<file path="src/rtl/bnd_pkg.sv">
package bnd_pkg;
  localparam int unsigned LEN_W = 3;

  function automatic logic [LEN_W-1:0] insn_len(input logic [7:0] first_byte);
    return {1'b0, first_byte[7:6]} + 3'd1;
  endfunction
endpackage

</file>
<file path="src/rtl/bnd_len_unit.sv">
module bnd_len_unit
  import bnd_pkg::*;
#(
  parameter int unsigned BLOCK_BYTES = 16,
  parameter int unsigned OFFS        = 0
) (
  input  logic [BLOCK_BYTES*8-1:0] blk_i,
  output logic [LEN_W-1:0]         len_o,
  output logic                     fits_o
);
  // assumes an instruction begins at OFFS; looks only at its own byte
  assign len_o  = insn_len(blk_i[OFFS*8 +: 8]);
  assign fits_o = (32'(OFFS) + 32'(len_o)) <= 32'(BLOCK_BYTES);
endmodule

</file>
<file path="src/rtl/bnd_chain.sv">
module bnd_chain
  import bnd_pkg::*;
#(
  parameter int unsigned BLOCK_BYTES = 16,
  parameter int unsigned MAX_OUT     = 6,
  localparam int unsigned OW = $clog2(BLOCK_BYTES),
  localparam int unsigned PW = OW + 1
) (
  input  logic [BLOCK_BYTES-1:0][LEN_W-1:0] lens_i,
  input  logic [BLOCK_BYTES-1:0]            fits_i,
  input  logic [PW-1:0]                     pos_i,
  input  logic                              carry_i,
  input  logic [OW-1:0]                     carry_start_i,
  input  logic [LEN_W-1:0]                  carry_len_i,
  output logic [MAX_OUT-1:0]                vld_o,
  output logic [MAX_OUT-1:0][OW-1:0]        start_o,
  output logic [MAX_OUT-1:0][LEN_W-1:0]     len_o,
  output logic                              done_o,
  output logic [PW-1:0]                     end_o,
  output logic                              part_o,
  output logic [OW-1:0]                     part_start_o,
  output logic [LEN_W-1:0]                  part_len_o
);
  localparam logic [PW-1:0] BLK = PW'(BLOCK_BYTES);

  logic [PW-1:0] p;
  logic [OW-1:0] pi;

  always_comb begin
    p       = pos_i;
    vld_o   = '0;
    start_o = '0;
    len_o   = '0;
    for (int s = 0; s < MAX_OUT; s++) begin
      pi = p[OW-1:0];
      if (s == 0 && carry_i) begin
        vld_o[0]   = 1'b1;
        start_o[0] = carry_start_i;
        len_o[0]   = carry_len_i;
      end else if (p < BLK && fits_i[pi]) begin
        vld_o[s]   = 1'b1;
        start_o[s] = pi;
        len_o[s]   = lens_i[pi];
        p          = p + PW'(lens_i[pi]);
      end
    end
    pi           = p[OW-1:0];
    part_start_o = pi;
    part_len_o   = lens_i[pi];
    if (p >= BLK) begin
      done_o = 1'b1;
      part_o = 1'b0;
      end_o  = p;
    end else if (!fits_i[pi]) begin
      done_o = 1'b1;
      part_o = 1'b1;
      end_o  = p + PW'(lens_i[pi]);
    end else begin
      done_o = 1'b0;
      part_o = 1'b0;
      end_o  = p;
    end
  end
endmodule

</file>
<file path="src/rtl/bnd_finder.sv">
module bnd_finder
  import bnd_pkg::*;
#(
  parameter int unsigned BLOCK_BYTES = 16,
  parameter int unsigned MAX_OUT     = 6
) (
  input  logic                                  clk_i,
  input  logic                                  rst_ni,
  input  logic                                  flush_i,
  input  logic                                  blk_valid_i,
  output logic                                  blk_ready_o,
  input  logic [BLOCK_BYTES*8-1:0]              blk_data_i,
  output logic [MAX_OUT-1:0]                    out_valid_o,
  output logic [MAX_OUT*$clog2(BLOCK_BYTES)-1:0] out_start_o,
  output logic [MAX_OUT*LEN_W-1:0]              out_len_o
);
  localparam int unsigned OW = $clog2(BLOCK_BYTES);
  localparam int unsigned PW = OW + 1;
  localparam logic [PW-1:0] BLK = PW'(BLOCK_BYTES);

  logic [BLOCK_BYTES-1:0][LEN_W-1:0] lens;
  logic [BLOCK_BYTES-1:0]            fits;

  for (genvar i = 0; i < BLOCK_BYTES; i++) begin : g_len
    bnd_len_unit #(.BLOCK_BYTES(BLOCK_BYTES), .OFFS(i)) u_len (
      .blk_i  (blk_data_i),
      .len_o  (lens[i]),
      .fits_o (fits[i])
    );
  end

  logic [PW-1:0]    pos_q;
  logic             carry_q;
  logic [OW-1:0]    cst_q;
  logic [LEN_W-1:0] cln_q;

  logic [MAX_OUT-1:0]            vld;
  logic [MAX_OUT-1:0][OW-1:0]    st;
  logic [MAX_OUT-1:0][LEN_W-1:0] ln;
  logic                          done, part;
  logic [PW-1:0]                 end_pos;
  logic [OW-1:0]                 part_st;
  logic [LEN_W-1:0]              part_ln;

  bnd_chain #(.BLOCK_BYTES(BLOCK_BYTES), .MAX_OUT(MAX_OUT)) u_chain (
    .lens_i        (lens),
    .fits_i        (fits),
    .pos_i         (pos_q),
    .carry_i       (carry_q),
    .carry_start_i (cst_q),
    .carry_len_i   (cln_q),
    .vld_o         (vld),
    .start_o       (st),
    .len_o         (ln),
    .done_o        (done),
    .end_o         (end_pos),
    .part_o        (part),
    .part_start_o  (part_st),
    .part_len_o    (part_ln)
  );

  logic live;
  assign live        = blk_valid_i && !flush_i;
  assign blk_ready_o = !flush_i && done;

  for (genvar s = 0; s < MAX_OUT; s++) begin : g_out
    assign out_valid_o[s]               = live && vld[s];
    assign out_start_o[s*OW +: OW]      = out_valid_o[s] ? st[s] : '0;
    assign out_len_o[s*LEN_W +: LEN_W]  = out_valid_o[s] ? ln[s] : '0;
  end

  always_ff @(posedge clk_i or negedge rst_ni) begin
    if (!rst_ni) begin
      pos_q   <= '0;
      carry_q <= 1'b0;
      cst_q   <= '0;
      cln_q   <= '0;
    end else if (flush_i) begin
      pos_q   <= '0;
      carry_q <= 1'b0;
      cst_q   <= '0;
      cln_q   <= '0;
    end else if (blk_valid_i) begin
      if (done) begin
        // block consumed: next block resumes after any spilled tail
        pos_q   <= end_pos - BLK;
        carry_q <= part;
        cst_q   <= part_st;
        cln_q   <= part_ln;
      end else begin
        pos_q   <= end_pos;
        carry_q <= 1'b0;
      end
    end
  end
endmodule

</file>
<file path="config.mk">
export PLATFORM = sky130hd
export DESIGN_NAME = bnd_finder
export DESIGN_NICKNAME = d
export VERILOG_FILES = /design/src/rtl/bnd_pkg.sv /design/src/rtl/bnd_len_unit.sv /design/src/rtl/bnd_chain.sv /design/src/rtl/bnd_finder.sv
export SDC_FILE = /design/constraint.sdc
export NUM_CORES = 1
export LEC_CHECK = 0
export ABC_AREA = 1
export BUFFER_PORTS_ARGS = -buffer_cell sky130_fd_sc_hd__buf_2
export CORE_MARGIN = 2
export CORE_UTILIZATION = 40
export CTS_BUF_LIST = sky130_fd_sc_hd__clkbuf_16
export CTS_CLUSTER_SIZE = 12
export DETAILED_ROUTE_END_ITERATION = 8
export PLACE_DENSITY = 0.72
export SLEW_MARGIN = 10
export SYNTH_ARGS = -nofsm -noshare
export SYNTH_HDL_FRONTEND = slang
export SYNTH_SLANG_ARGS = --single-unit
export TNS_END_PERCENT = 1
</file>
<file path="constraint.sdc">
create_clock -name clk_i -period 22.5 [get_ports clk_i]
set_clock_uncertainty 0.15 [all_clocks]
set_input_delay 4.5 -clock clk_i [delete_from_list [all_inputs] [get_ports clk_i]]
set_output_delay 4.5 -clock clk_i [all_outputs]
set_load 0.02 [all_outputs]
</file>
# == Word-level counts from Yosys, hierarchy flattened ==
# Index checks and enable logic that the tools add are counted.
# totals
output_inout_bits,49
word_cells,176
register_bits,13
input_bits,132
# op_classes
order_cmp,30
add_sub_neg,39
reduce_logical,18
n_mux,85
# ops
operator,n
"32-bit by 5-bit <= comparator with 1-bit output, second input constant",15
3-bit binary-select mux with 4-bit select,7
3-bit 2-to-1 mux,23
4-bit 2-to-1 mux,16
5-bit 2-to-1 mux,12
"2-bit by 1-bit adder with 3-bit output, second input constant",16
"4-bit by 3-bit adder with 5-bit output, first input constant",8
5-bit by 3-bit adder with 5-bit output,7
"4-bit by 5-bit less-than comparator with 1-bit output, second input constant",7
"5-bit less-than comparator, second input constant",6
1-bit binary-select mux with 4-bit select,7
1-bit 2-to-1 mux,20
"3-bit by 3-bit adder with 4-bit output, first input constant",4
1-bit logical AND,14
"2-bit by 3-bit adder with 4-bit output, first input constant",2
"5-bit >= comparator, second input constant",1
"3-bit by 5-bit <= comparator with 1-bit output, second input constant",1
"5-bit subtractor, second input constant",1
"1-bit by 3-bit adder with 4-bit output, first input constant",1
2-bit nonzero test,2
2-bit AND reduction,1
1-bit logical NOT,1

# == Depth between registers and ports, before layout ==
# depth
ltp_word,37
mapped_depth,86
mapped_depth_nobuf,78

# == Cells and area by module ==
# Synthesis repeated with hierarchy kept, for this count alone.
# unflattened
hier_cells,1386
area_unflattened_um2,7812.5
# modules_own_cells
mod,cells_each,n_inst,area_per_inst_um2,seq_area_each_um2
bnd_chain,1124,1,6047.0,0.0
bnd_finder,174,1,1157.4,325.3
bnd_len_unit (g_len[0].u_len ...),4,9,27.5,0.0
bnd_len_unit (g_len[11].u_len),13,1,83.8,0.0
bnd_len_unit (g_len[9].u_len),11,1,68.8,0.0
bnd_len_unit (g_len[13].u_len ...),4,2,32.5,0.0
bnd_len_unit (g_len[14].u_len),8,1,56.3,0.0
bnd_len_unit (g_len[10].u_len),7,1,50.0,0.0
bnd_len_unit (g_len[12].u_len),5,1,36.3,0.0

# == Worst setup path before layout ==
# No wires, ideal clock.
# synth_path
path_kind,input-to-output
from,in blk_data_i[78]
to,out blk_ready_o
required_ns,17.850
stages,64
path_slack_ns,2.062
arrival_time_ns,15.788
n_path_buf,6
path_cell_list,inv_1 ha_1 inv_1 a21oi_1 o21ai_0 nand3_1 nand3_1 nand2_1 fa_1 o21ai_0 clkbuf_1 clkbuf_1 o311ai_0 o211ai_1 nand2_1 ha_1 fa_1 nand3_1 [... 28 more ...] ha_1 fa_1 nand3_1 nand2_1 clkbuf_1 o21ai_0 a21oi_1 o21ai_0 o311ai_0 nand2_1 ha_1 fa_1 xor2_1 o21ai_2 inv_2 nand3_2 a21oi_1 nor2_1
# synth_between
elab_chain_cells,33
elab_cells_between_ends,57
cone_classes,add/sub: 8; order compare: 7; mux: 35; reduce/logical: 7
# synth_lines
item,line,rtl
from (decl),bnd_finder.sv:12,"input logic [BLOCK_BYTES*8-1:0] blk_data_i,"
2-bit by 1-bit adder with 3-bit output *,bnd_pkg.sv:5,"return {1'b0, first_byte[7:6]} + 3'd1;"
4-bit by 3-bit adder with 5-bit output,bnd_len_unit.sv:13,assign fits_o = (32'(OFFS) + 32'(len_o)) <= 32'(BLOCK_BYTES);
32-bit by 5-bit <= comparator with 1-bit output,bnd_len_unit.sv:13,
1-bit binary-select mux with 4-bit select,bnd_chain.sv:40,end else if (p < BLK && fits_i[pi]) begin
1-bit 2-to-1 mux (implied by the code),bnd_chain.sv:40,
1-bit logical AND,bnd_chain.sv:40,
5-bit 2-to-1 mux,bnd_chain.sv:40,
5-bit 2-to-1 mux,bnd_chain.sv:36,if (s == 0 && carry_i) begin
[... 17 more ...],--,
3-bit 2-to-1 mux (implied by the code) or 1-bit 2-to-1 mux (tied branches),"bnd_chain.sv:44, bnd_chain.sv:40",
5-bit by 3-bit adder with 5-bit output or 1-bit logical AND (tied branches),"bnd_chain.sv:44, bnd_chain.sv:40",
5-bit 2-to-1 mux,bnd_chain.sv:40,
1-bit binary-select mux with 4-bit select,bnd_chain.sv:54,end else if (!fits_i[pi]) begin
1-bit 2-to-1 mux (implied by the code),bnd_chain.sv:54,
1-bit 2-to-1 mux,bnd_chain.sv:54,
1-bit 2-to-1 mux *,bnd_chain.sv:50,if (p >= BLK) begin
1-bit logical AND *,bnd_finder.sv:64,assign blk_ready_o = !flush_i && done;
to (decl),bnd_finder.sv:11,"output logic blk_ready_o,"
# Every way passes the cells marked *; elsewhere a longest branch is shown, timed or not. The select of a mux whose other input is x is not followed.

# == Worst setup path in the final report ==
# Same ends and word-level chain as after synthesis.

==> metrics.md <==
| Metric | Value |
|---|---|
| Stages on the worst setup path | 68 |
| Clock sinks | 13 |
| Count of TritonRoute iterations in the first routing pass | 6 |
| Clock transition at path regs | 40 ps |
| Clock root buffer master | clkbuf_16 |
| Number of levels in the clock H-tree | 1 |
| Slowest library cell on the worst path | ha_2 |
| Die outline width | 130 um |
| Sequential-to-total area share from yosys stat | 5.13% |
| Filler instances | 1714 |
| Clock tree buffer depth | 2 |
| Ranking of synthesized cells by instance count | nand2_1 (190), o21ai_0 (153), nand3_1 (137) |
| Total Neg Setup Slack | 0 ps |
| Highest attainable clock frequency | 46.1 MHz |
| Total via count in the routed design | 8319 |
| RSZ-0062 raised after global routing | no |
| Largest net degree at the start of global routing | 37 |
| Residual DRC count | 0 |
| WP data arrival | 17040 ps |
| End point of the critical path | blk_ready_o |
| Share of cell area taken by muxes after synthesis | 0% |
| Area taken by flip-flops and latches | 325 um2 |
| Top cells by area, synth | o21ai_0 (12%), nand2_1 (11%), nand3_1 (11%) |
| Arithmetic-cell share of the synthesized area counting full adders, half adders and majority gates | 11.5% |
| Area of the core | 0.0157 mm2 |
| CTS tree | yes |
| Layout-stage area growth over the synthesis result | 11.0% |
| Rel. slew slack | 51.7% |
| Number of distinct standard cells referenced by the synthesized netlist | 48 |
| TritonCTS buffer count | 3 |
| Die span in y | 130 um |
| Max-slew violation count | 0 |
| Synth Area in XOR/XNOR | 2.42% |
| Avg Inst Size Synth | 5.78 um2 |
| Buffers added on ports | 84 |
| Area of the mapped netlist | 0.00635 mm2 |
| CTS Hold Bufs | 0 |
| Synth Warn # | 0 |
| Simple-gate share of the synthesized area | 35.0% |
| Final net count | 1342 |
| Source-to-sink clock delay at the later pin of the worst-skew pair | 240 ps |
| Initial antenna violation count | 0 |
| Largest stage delay on the critical path | 500 ps |
| Hold Crit Class | flop to flop |
| Flip-flop and latch count after synthesis | 13 |
| Count of flip-flops with a built-in enable after synthesis | 0 |
| Cell count of the worst reg-to-reg path | 73 |
| Most used standard cell by instance count after synthesis | nand2_1 |
| Startpoint of the most critical register-to-register path | pos_q[1]$_DFFE_PN0P_ |
| Remaining global-route overflow | 0 |
| Max-capacitance violation count | 0 |
| Detailed-route wire length on metal 1 | 10900 um |
| Total GRT Usage | 31.6% |
| Vias in the first global route | 7036 |
| Gpl congestion | 1.05 |
| Total detailed-routing wirelength | 27700 um |
| Global-route wire length before repair | 41100 um |
| Critical Setup Path Class | primary input to output port |
| Antenna Diode Count | 0 |
| Share of the cycle needed by the critical path after routing | 96.4% |
| Fin util | 44.8% |
| Post-synthesis cell type with the largest combined area | o21ai_0 |
| Minimum hold slack | 342 ps |
| Largest family of logic cells by synthesized area | simple AND/OR/NAND/NOR gates |
| Crit path time final | 21690 ps |
| Count of final setup violators | 0 |
| Starting utilization of the core area | 40.4% |
| Highest net fanout along the worst path | 27 |
| Tightest Pin Transition | 725 ps |
| Compound-cell area share of the yosys netlist | 33.8% |
| CP startpoint kind | primary input |
| Routed length per placed instance | 20.2 um |
| Row count | 46 |
| Launching instance or port of the critical path | blk_data_i[78] |
| FF-to-FF End | pos_q[2]$_DFFE_PN0P_ |
| Routed length on met2 | 11600 um |
| Prevailing post-synth register cell | dfrtp_1 |
| Number of DRC violations after detailed-routing iteration 0 | 1280 |
| Synthesized net count | 1285 |
| Share of flip-flops with an asynchronous set or reset | 100% |
| Final hold violations | 0 |
| DP Wirelength | 20000 um |
| Crit. End Element | output port |
| Run status | complete, no violations |
| Fraction of final layout cells with drive strength greater than 1 | 16.9% |
| Met3 wire length | 3420 um |
| WP data required | 17850 ps |
| Highest routed metal layer | met4 |
| Total die area | 0.0169 mm2 |
| Count of pins on the block boundary | 181 |
| Antenna-violating nets left | 0 |
| Multi-input combinational cell area | 0.00527 mm2 |
| Critical path buffer and inverter count | 15 |
| Detail-routed via count per cell | 6.07 |
| Top cell type's share of synthesized area | 12.1% |
| Category of cells accounting for the largest share of critical-path delay | adder cells |
| Number of cells produced by synthesis | 1099 |
| Setup slack of the most critical reg-to-reg path | 8580 ps |
metrics by stage:
step                setup slack [ps]  cells  cell area, um2
global placement                 450   1363            6910
detailed placement               375   1363            6910
global route                    5.36   1371            7040
finish                           805   1371            7040
floorplan                       2060   1099            6350
CTS                              358   1367            6990
worst min-delay path, cell delays in order, from the launching register on:
cell	delay, ps
dfrtp_1	350
nand2_1	60
nand2_1	50
flip-flops by register name, summed over array words and instances (netlist names):
signal and flops:
pos_q 5, cln_q 3, cst_q 4, carry_q 1
worst min-delay path by stage:
stage	depth (start not counted)	to	slack [ps]	start
finish	2	cst_q[2]$_DFFE_PN0P_	340	cst_q[2]$_DFFE_PN0P_
global route	2	cst_q[2]$_DFFE_PN0P_	360	cst_q[2]$_DFFE_PN0P_
CTS	2	cst_q[2]$_DFFE_PN0P_	330	cst_q[2]$_DFFE_PN0P_
detailed placement	2	cst_q[2]$_DFFE_PN0P_	320	cst_q[2]$_DFFE_PN0P_
global placement	2	cst_q[0]$_DFFE_PN0P_	320	cst_q[0]$_DFFE_PN0P_
floorplan	2	cln_q[0]$_DFFE_PN0P_	290	cln_q[0]$_DFFE_PN0P_
area by class of cell:
type,instances,share of cell area [%]
multi-input cells,901,74.8
well taps,216,3.84
clock buffers,3,1.07
flip-flops and latches,13,4.62
repair inverters,1,0.0710
repair buffers,109,8.63
clock inverters,1,0.0533
inverters,127,6.94
repair_timing:
item | CTS | global route
endpoints found under the hold margin | 0 | 0
setup buffers | 0 | 3
endpoints found under the setup margin | 0 | 1
resized for setup | 0 | 13
cell families after synthesis:
kind of cell	Yosys count
flip-flops	13
buffers and inverters	185
XOR/XNOR	12
AO/OA/AOI/OAI	369
AND/OR/NAND/NOR	466
adder cells (fa/ha/maj)	54
placed cells by master, fill, tap and decap left out, types with 12 or more instances in the layout:
master / instances
nand2_1: 187
o21ai_0: 151
nand3_1: 137
a21oi_1: 125
inv_1: 109
nor2_1: 87
buf_2: 84
ha_1: 46
o211ai_1: 29
buf_4: 25
nand2_2: 18
o311ai_0: 14
dfrtp_1: 13
inv_2: 12
metal layers:
layer  up-vias  track usage, %
li1       3923               -
met1      3693            43.6
met2       580            46.8
met3       123            5.78
met4         0            16.5
met5         -               0
Power is not shown: default switching activity piles up to over one toggle a cycle in this logic, so the estimate is an artifact.
